File: src/rtl/xcmp_pkg.sv
package xcmp_pkg;

    // Relation codes; values chosen so that bit 0 drives C0/CF directly.
    typedef enum logic [1:0] {
        REL_GT = 2'b00,
        REL_LT = 2'b01,
        REL_EQ = 2'b10,
        REL_UN = 2'b11
    } rel_e;

    typedef enum logic [0:0] {
        ST_IDLE   = 1'b0,
        ST_REPORT = 1'b1
    } state_e;

    // Operand class flags (at most one set for a given encoding).
    typedef struct packed {
        logic zero;
        logic denorm;
        logic qnan;
        logic snan;
        logic unsup;
    } cls_t;

    // Map a relation onto the three result bits {hi, mid, lo}.
    function automatic logic [2:0] rel_bits(rel_e r);
        logic [2:0] b;
        unique case (r)
            REL_GT: b = 3'b000;
            REL_LT: b = 3'b001;
            REL_EQ: b = 3'b100;
            REL_UN: b = 3'b111;
            default: b = 3'b111;
        endcase
        return b;
    endfunction

endpackage

File: src/rtl/xcmp_classify.sv
module xcmp_classify
    import xcmp_pkg::*;
#(
    parameter int EXP_W = 15,
    parameter int SIG_W = 64
) (
    input  logic [EXP_W+SIG_W-1:0] val,
    output cls_t                   cls
);
    logic [EXP_W-1:0] exp_f;
    logic [SIG_W-1:0] sig_f;
    logic             exp_ones;
    logic             exp_nil;
    logic             int_bit;
    logic             qbit;
    logic             frac_nz;
    logic             low_nz;

    assign exp_f    = val[EXP_W+SIG_W-1:SIG_W];
    assign sig_f    = val[SIG_W-1:0];
    assign exp_ones = &exp_f;
    assign exp_nil  = ~|exp_f;
    assign int_bit  = sig_f[SIG_W-1];
    assign qbit     = sig_f[SIG_W-2];
    assign frac_nz  = |sig_f[SIG_W-2:0];
    assign low_nz   = |sig_f[SIG_W-3:0];

    always_comb begin
        cls        = '0;
        cls.zero   = exp_nil && !int_bit && !frac_nz;
        cls.denorm = exp_nil && (int_bit || frac_nz);
        cls.unsup  = !exp_nil && !int_bit;
        cls.qnan   = exp_ones && int_bit && qbit;
        cls.snan   = exp_ones && int_bit && !qbit && low_nz;
    end
endmodule

File: src/rtl/xcmp_relate.sv
module xcmp_relate
    import xcmp_pkg::*;
#(
    parameter int EXP_W = 15,
    parameter int SIG_W = 64
) (
    input  logic [EXP_W+SIG_W:0] a,
    input  logic [EXP_W+SIG_W:0] b,
    input  cls_t                 ca,
    input  cls_t                 cb,
    input  logic                 quiet,
    output rel_e                 rel,
    output logic                 invalid,
    output logic                 denorm
);
    localparam int MAG_W = EXP_W + SIG_W;

    logic             sa, sb;
    logic [MAG_W-1:0] ma, mb;
    logic             nan_any;
    logic             loud_any;

    assign sa = a[MAG_W];
    assign sb = b[MAG_W];
    assign ma = a[MAG_W-1:0];
    assign mb = b[MAG_W-1:0];

    assign nan_any  = ca.qnan | ca.snan | ca.unsup | cb.qnan | cb.snan | cb.unsup;
    assign loud_any = ca.snan | ca.unsup | cb.snan | cb.unsup;

    always_comb begin
        invalid = quiet ? loud_any : nan_any;
        denorm  = (ca.denorm | cb.denorm) && !nan_any;
        if (nan_any) begin
            rel = REL_UN;
        end else if (ca.zero && cb.zero) begin
            rel = REL_EQ;
        end else if (sa != sb) begin
            rel = sa ? REL_LT : REL_GT;
        end else if (ma == mb) begin
            rel = REL_EQ;
        end else if (ma > mb) begin
            rel = sa ? REL_LT : REL_GT;
        end else begin
            rel = sa ? REL_GT : REL_LT;
        end
    end
endmodule

File: src/rtl/xcmp_cc_unit.sv
module xcmp_cc_unit
    import xcmp_pkg::*;
#(
    parameter int EXP_W = 15,
    parameter int SIG_W = 64,
    parameter int POP_W = 2
) (
    input  logic                   clk,
    input  logic                   rst_n,
    input  logic                   start,
    input  logic [EXP_W+SIG_W:0]   opa,
    input  logic [EXP_W+SIG_W:0]   opb,
    input  logic                   a_empty,
    input  logic                   b_empty,
    input  logic                   use_zero,
    input  logic                   quiet,
    input  logic                   to_flags,
    input  logic [POP_W-1:0]       pop_req,
    input  logic                   im_mask,
    output logic                   done,
    output logic [3:0]             cc,
    output logic                   zf,
    output logic                   pf,
    output logic                   cf,
    output logic                   exc_invalid,
    output logic                   exc_denormal,
    output logic                   stk_underflow,
    output logic [POP_W-1:0]       pop_cnt
);
    localparam int W     = EXP_W + SIG_W + 1;
    localparam int N_OPS = 2;

    // ---------------- operand selection and classification ----------------
    logic [W-1:0] opnd [N_OPS];
    cls_t         cls  [N_OPS];

    assign opnd[0] = opa;
    assign opnd[1] = use_zero ? '0 : opb;

    for (genvar gi = 0; gi < N_OPS; gi++) begin : g_cls
        xcmp_classify #(.EXP_W(EXP_W), .SIG_W(SIG_W)) u_cls (
            .val (opnd[gi][W-2:0]),
            .cls (cls[gi])
        );
    end

    rel_e rel_c;
    logic inv_c;
    logic den_c;
    logic quiet_eff;

    assign quiet_eff = quiet && !use_zero;

    xcmp_relate #(.EXP_W(EXP_W), .SIG_W(SIG_W)) u_rel (
        .a       (opnd[0]),
        .b       (opnd[1]),
        .ca      (cls[0]),
        .cb      (cls[1]),
        .quiet   (quiet_eff),
        .rel     (rel_c),
        .invalid (inv_c),
        .denorm  (den_c)
    );

    // ---------------- next-result computation ----------------
    logic             uflow_c;
    logic [2:0]       res_bits_c;
    logic [POP_W-1:0] pop_c;

    assign uflow_c    = a_empty || (b_empty && !use_zero);
    assign res_bits_c = uflow_c ? 3'b111 : rel_bits(rel_c);

    always_comb begin
        if (uflow_c) begin
            pop_c = (use_zero || !im_mask) ? '0 : pop_req;
        end else if (use_zero) begin
            pop_c = pop_req;
        end else begin
            pop_c = (inv_c && !im_mask) ? '0 : pop_req;
        end
    end

    // ---------------- state machine ----------------
    state_e state_q, state_n;

    always_comb begin
        state_n = state_q;
        unique case (state_q)
            ST_IDLE:   state_n = start ? ST_REPORT : ST_IDLE;
            ST_REPORT: state_n = start ? ST_REPORT : ST_IDLE;
            default:   state_n = ST_IDLE;
        endcase
    end

    always_ff @(posedge clk) begin
        if (!rst_n) state_q <= ST_IDLE;
        else        state_q <= state_n;
    end

    assign done = (state_q == ST_REPORT);

    // ---------------- result registers ----------------
    always_ff @(posedge clk) begin
        if (!rst_n) begin
            cc            <= '0;
            zf            <= 1'b0;
            pf            <= 1'b0;
            cf            <= 1'b0;
            exc_invalid   <= 1'b0;
            exc_denormal  <= 1'b0;
            stk_underflow <= 1'b0;
            pop_cnt       <= '0;
        end else if (start) begin
            cc[1]         <= 1'b0;
            if (to_flags) begin
                {zf, pf, cf} <= res_bits_c;
            end else begin
                {cc[3], cc[2], cc[0]} <= res_bits_c;
            end
            exc_invalid   <= uflow_c | inv_c;
            exc_denormal  <= !uflow_c && den_c;
            stk_underflow <= uflow_c;
            pop_cnt       <= pop_c;
        end
    end
endmodule

File: config.mk
export PLATFORM = sky130hd
export DESIGN_NAME = xcmp_cc_unit
export DESIGN_NICKNAME = d
export VERILOG_FILES = /design/src/rtl/xcmp_pkg.sv /design/src/rtl/xcmp_classify.sv /design/src/rtl/xcmp_relate.sv /design/src/rtl/xcmp_cc_unit.sv
export SDC_FILE = /design/constraint.sdc
export NUM_CORES = 1
export LEC_CHECK = 0
export BUFFER_PORTS_ARGS = -buffer_cell sky130_fd_sc_hd__buf_2
export CAP_MARGIN = 20
export CORE_ASPECT_RATIO = 1.5
export CORE_MARGIN = 1
export CORE_UTILIZATION = 35
export DETAILED_ROUTE_END_ITERATION = 12
export PLACE_DENSITY_LB_ADDON = 0.12
export SLEW_MARGIN = 20
export SYNTH_ARGS = -nofsm -noshare
export SYNTH_HDL_FRONTEND = slang
export SYNTH_SLANG_ARGS = --single-unit
File: constraint.sdc
create_clock -name clk -period 6.4 [get_ports clk]
set_input_delay 0.96 -clock clk [delete_from_list [all_inputs] [get_ports clk]]
set_output_delay 0.96 -clock clk [all_outputs]
set_load 0.02 [all_outputs]
==> impl_metrics.toml <==
[global_routing]
grt_max_degree = 44
overflow = 0
antenna_found_initial = 0
grt_pass1_vias = 3959
grt_usage_pct = 24.5
grt_pass1_wl_um = 17600

[floorplan]
num_rows = 41
fp.dieW_um = 77.9
die_area_um2 = 9020
core_um2 = 8410
ioPinCount = 184
die_y_um = 116
start_util_pct = 35.9

[power_and_ir_drop]
power.density_nw_per_um2 = 108
ir_drop_uv = 124
p_total_mw = 0.445
p_leak_nw = 2.04

[route]
drtAntennaViolNets = 0
routed_via_density = 5.68
drc = 0
postRouteWirelength_um = 11300
drt_iter0_drc = 122
drt-wirelength-per-cell_um = 15.9
top_layer = "met4"
first_pass_iters = 4
met3_length_um = 565
dr_wl_met2_um = 5990
num_vias = 4037
wl_met1_um = 4440

[sta]
timing.hold.ws_ns = 0.479
hold_viol = 0
drv_slew = 0
worstMarginPinSlew_ns = 0.683
slew_headroom_pct = 54.4
clock_skew_ns = 0
max_freq_ghz = 0.241
fin_crit_sh_pct = 64.8
grt_setup_unrepaired = "false"
finalSetupTns_ns = 0
setup_viol = 0
setup_ws_ns = 2.25
finalCriticalPeriod_ns = 4.15

[status]
status = "finished, final reports clean"

[logic_synthesis]
synthTopCellsByCount = "97 x nand2_1, 79 x ha_1, 40 x nor4_1"
synthMostInstantiatedCell = "nand2_1"
avgSynthCellArea_um2 = 7.04
synthTopCellsByArea = "ha_1 33%, nand2_1 12%, nor4_1 8.3%, dfxtp_1 8.0%, nand4_1 7.2%"
yosysWarnings = 0
async_flop_share_pct = 0
ys_seq_elements = 12
synth_xor_area_share_pct = 0
ys.flop_type = "dfxtp_1"
synth_top_area_share_pct = 32.7
synth_top_family_by_area = "simple AND/OR/NAND/NOR gates"
synth_edf_count = 0
syn-num-nets = 679
synth_area_um2 = 3020
synthAdderAreaFrac_pct = 32.7
synth_compound_area_share_pct = 17.8
synth.distinct_cells = 45
yosys.area.top_type = "ha_1"
syn_inst = 429
yosys.area_share.simple_pct = 38.1
synth-seq-area-share_pct = 7.95
muxShareOfSynthArea_pct = 0.663

[clocking]
clockBufferDepth = 2
clk_latency_ns = 0.24
htree_levels = 1
cts_hold_buffers = 0
cts-root-buf = "clkbuf_16"
cts.clk_slew.worst_paths_ns = 0.04
clock-sinks = 12
cts_buffers = 3
cts_setup_buffers = 0
cts_tree = "done"
cts_resized = 0

[finish]
layout-drive-gt1-share_pct = 31.6
diodes = 0
fin_util_pct = 48.9
area_growth_pct = 36.1
stdcell_area_um2 = 4110
nFillCells = 916
layout.nets = 855
finalNonFillerCells = 711

[worst_setup_path]
reg2reg_setup_slack_ns = 5.74
cp-end-kind = "register"
r2r-end = "cc[3]"
worstPathRequired_ns = 6.57
worst_setup_path_start_kind = "input port"
arrival_ns = 4.32
worstSetupPathType = "input port to register"
r2r_cells = 2
r2r_start = "cc[3]"
critPathMaxFanout = 43
cp-startpoint = "use_zero"

[placement]
post-place-ws_ns = 2.04
place_inst = 707
hpwl_um = 10100
placed_cell_area_um2 = 4030
buffer_ports.inserted = 182
gp_congestion = 0.908

[hold_path]
worstHoldPathType = "register to register"
hold_depth = 2
hp-start = "exc_denormal"
hold_end = "exc_denormal"

[flow_run]
maxCapViolCount = 0
-- worst max path at each step --
| stage | endpoint | slack, ns | cells past startpoint |
|---|---|---|---|
| CTS | cc[0] | 2.27 | 13 |
| global placement | cf | 2.15 | 13 |
| finish | cc[0] | 2.25 | 13 |
| detailed placement | cc[0] | 2.04 | 13 |
| global route | cc[0] | 1.98 | 13 |
| floorplan | cf | 2.54 | 14 |
-- per-layer routing --
layer / vias to the layer above / track usage [%]
met5: - / 0
met4: 0 / 8.93
met3: 28 / 2.36
met2: 151 / 48.5
met1: 1840 / 26.5
li1: 2018 / -
-- power by group --
group | leakage (nW) | switching [mW] | total, mW | internal [mW]
logic | 1.90 | 0.130 | 0.236 | 0.105
registers | 0.0992 | 0.00211 | 0.0819 | 0.0798
clock network | 0.0442 | 0.0329 | 0.127 | 0.0943
total | 2.04 | 0.165 | 0.445 | 0.279
-- kinds of logic (layout without fill, tap and decap cells) --
| family | Yosys count | in the layout |
|---|---|---|
| adders and majority gates | 79 | 79 |
| buffers and inverters | 20 | 195 |
| DFF | 12 | 12 |
| other | 1 | 1 |
| AOI/OAI and AO/OA | 85 | 85 |
| and+or+nand+nor | 230 | 230 |
| muxes | 2 | 2 |
-- critical path, cell delays in order --
cell and delay, ns:
buf_2 0.14, inv_2 0.51, buf_4 0.49, nand2_1 0.10, ha_1 0.33, nand4_1 0.13
and4bb_1 0.27, and4_1 0.24, a2111o_1 0.37, nor3_1 0.27, mux2i_1 0.23, o21ai_1 0.09
a31oi_1 0.16
-- flip-flops by register name, summed over array words and instances, names as in the netlist --
signal and flops:
cc 3, cf 1, done 1, exc_denormal 1
exc_invalid 1, pf 1, pop_cnt 2, stk_underflow 1
zf 1
-- layout by cell type, fill, tap and decap left out, drive strengths merged, types with 2 or more instances in the layout --
cell	instances
and4	3
clkbuf	4
buf	183
a21boi	2
nand2	97
mux2i	2
a22o	2
a31oi	2
nand2b	3
o21ai	15
and2	3
o31a	2
nor2b	4
nor4	42
inv	8
a21oi	33
ha	79
nor2	20
o31ai	2
nand4	35
a211oi	9
nand3	11
dfxtp	12
a21o	6
nor3	8
o22ai	2
-- layout make-up --
cell class	count	area [um2]	area share [%]
inverter	8	30.0	0.730
tap	107	134	3.25
clock buffer	4	88.8	2.16
sequential	12	240	5.84
multi-input combinational	397	2700	65.7
timing repair buffer	183	918	22.3
Power figures use the tool's default switching activity.
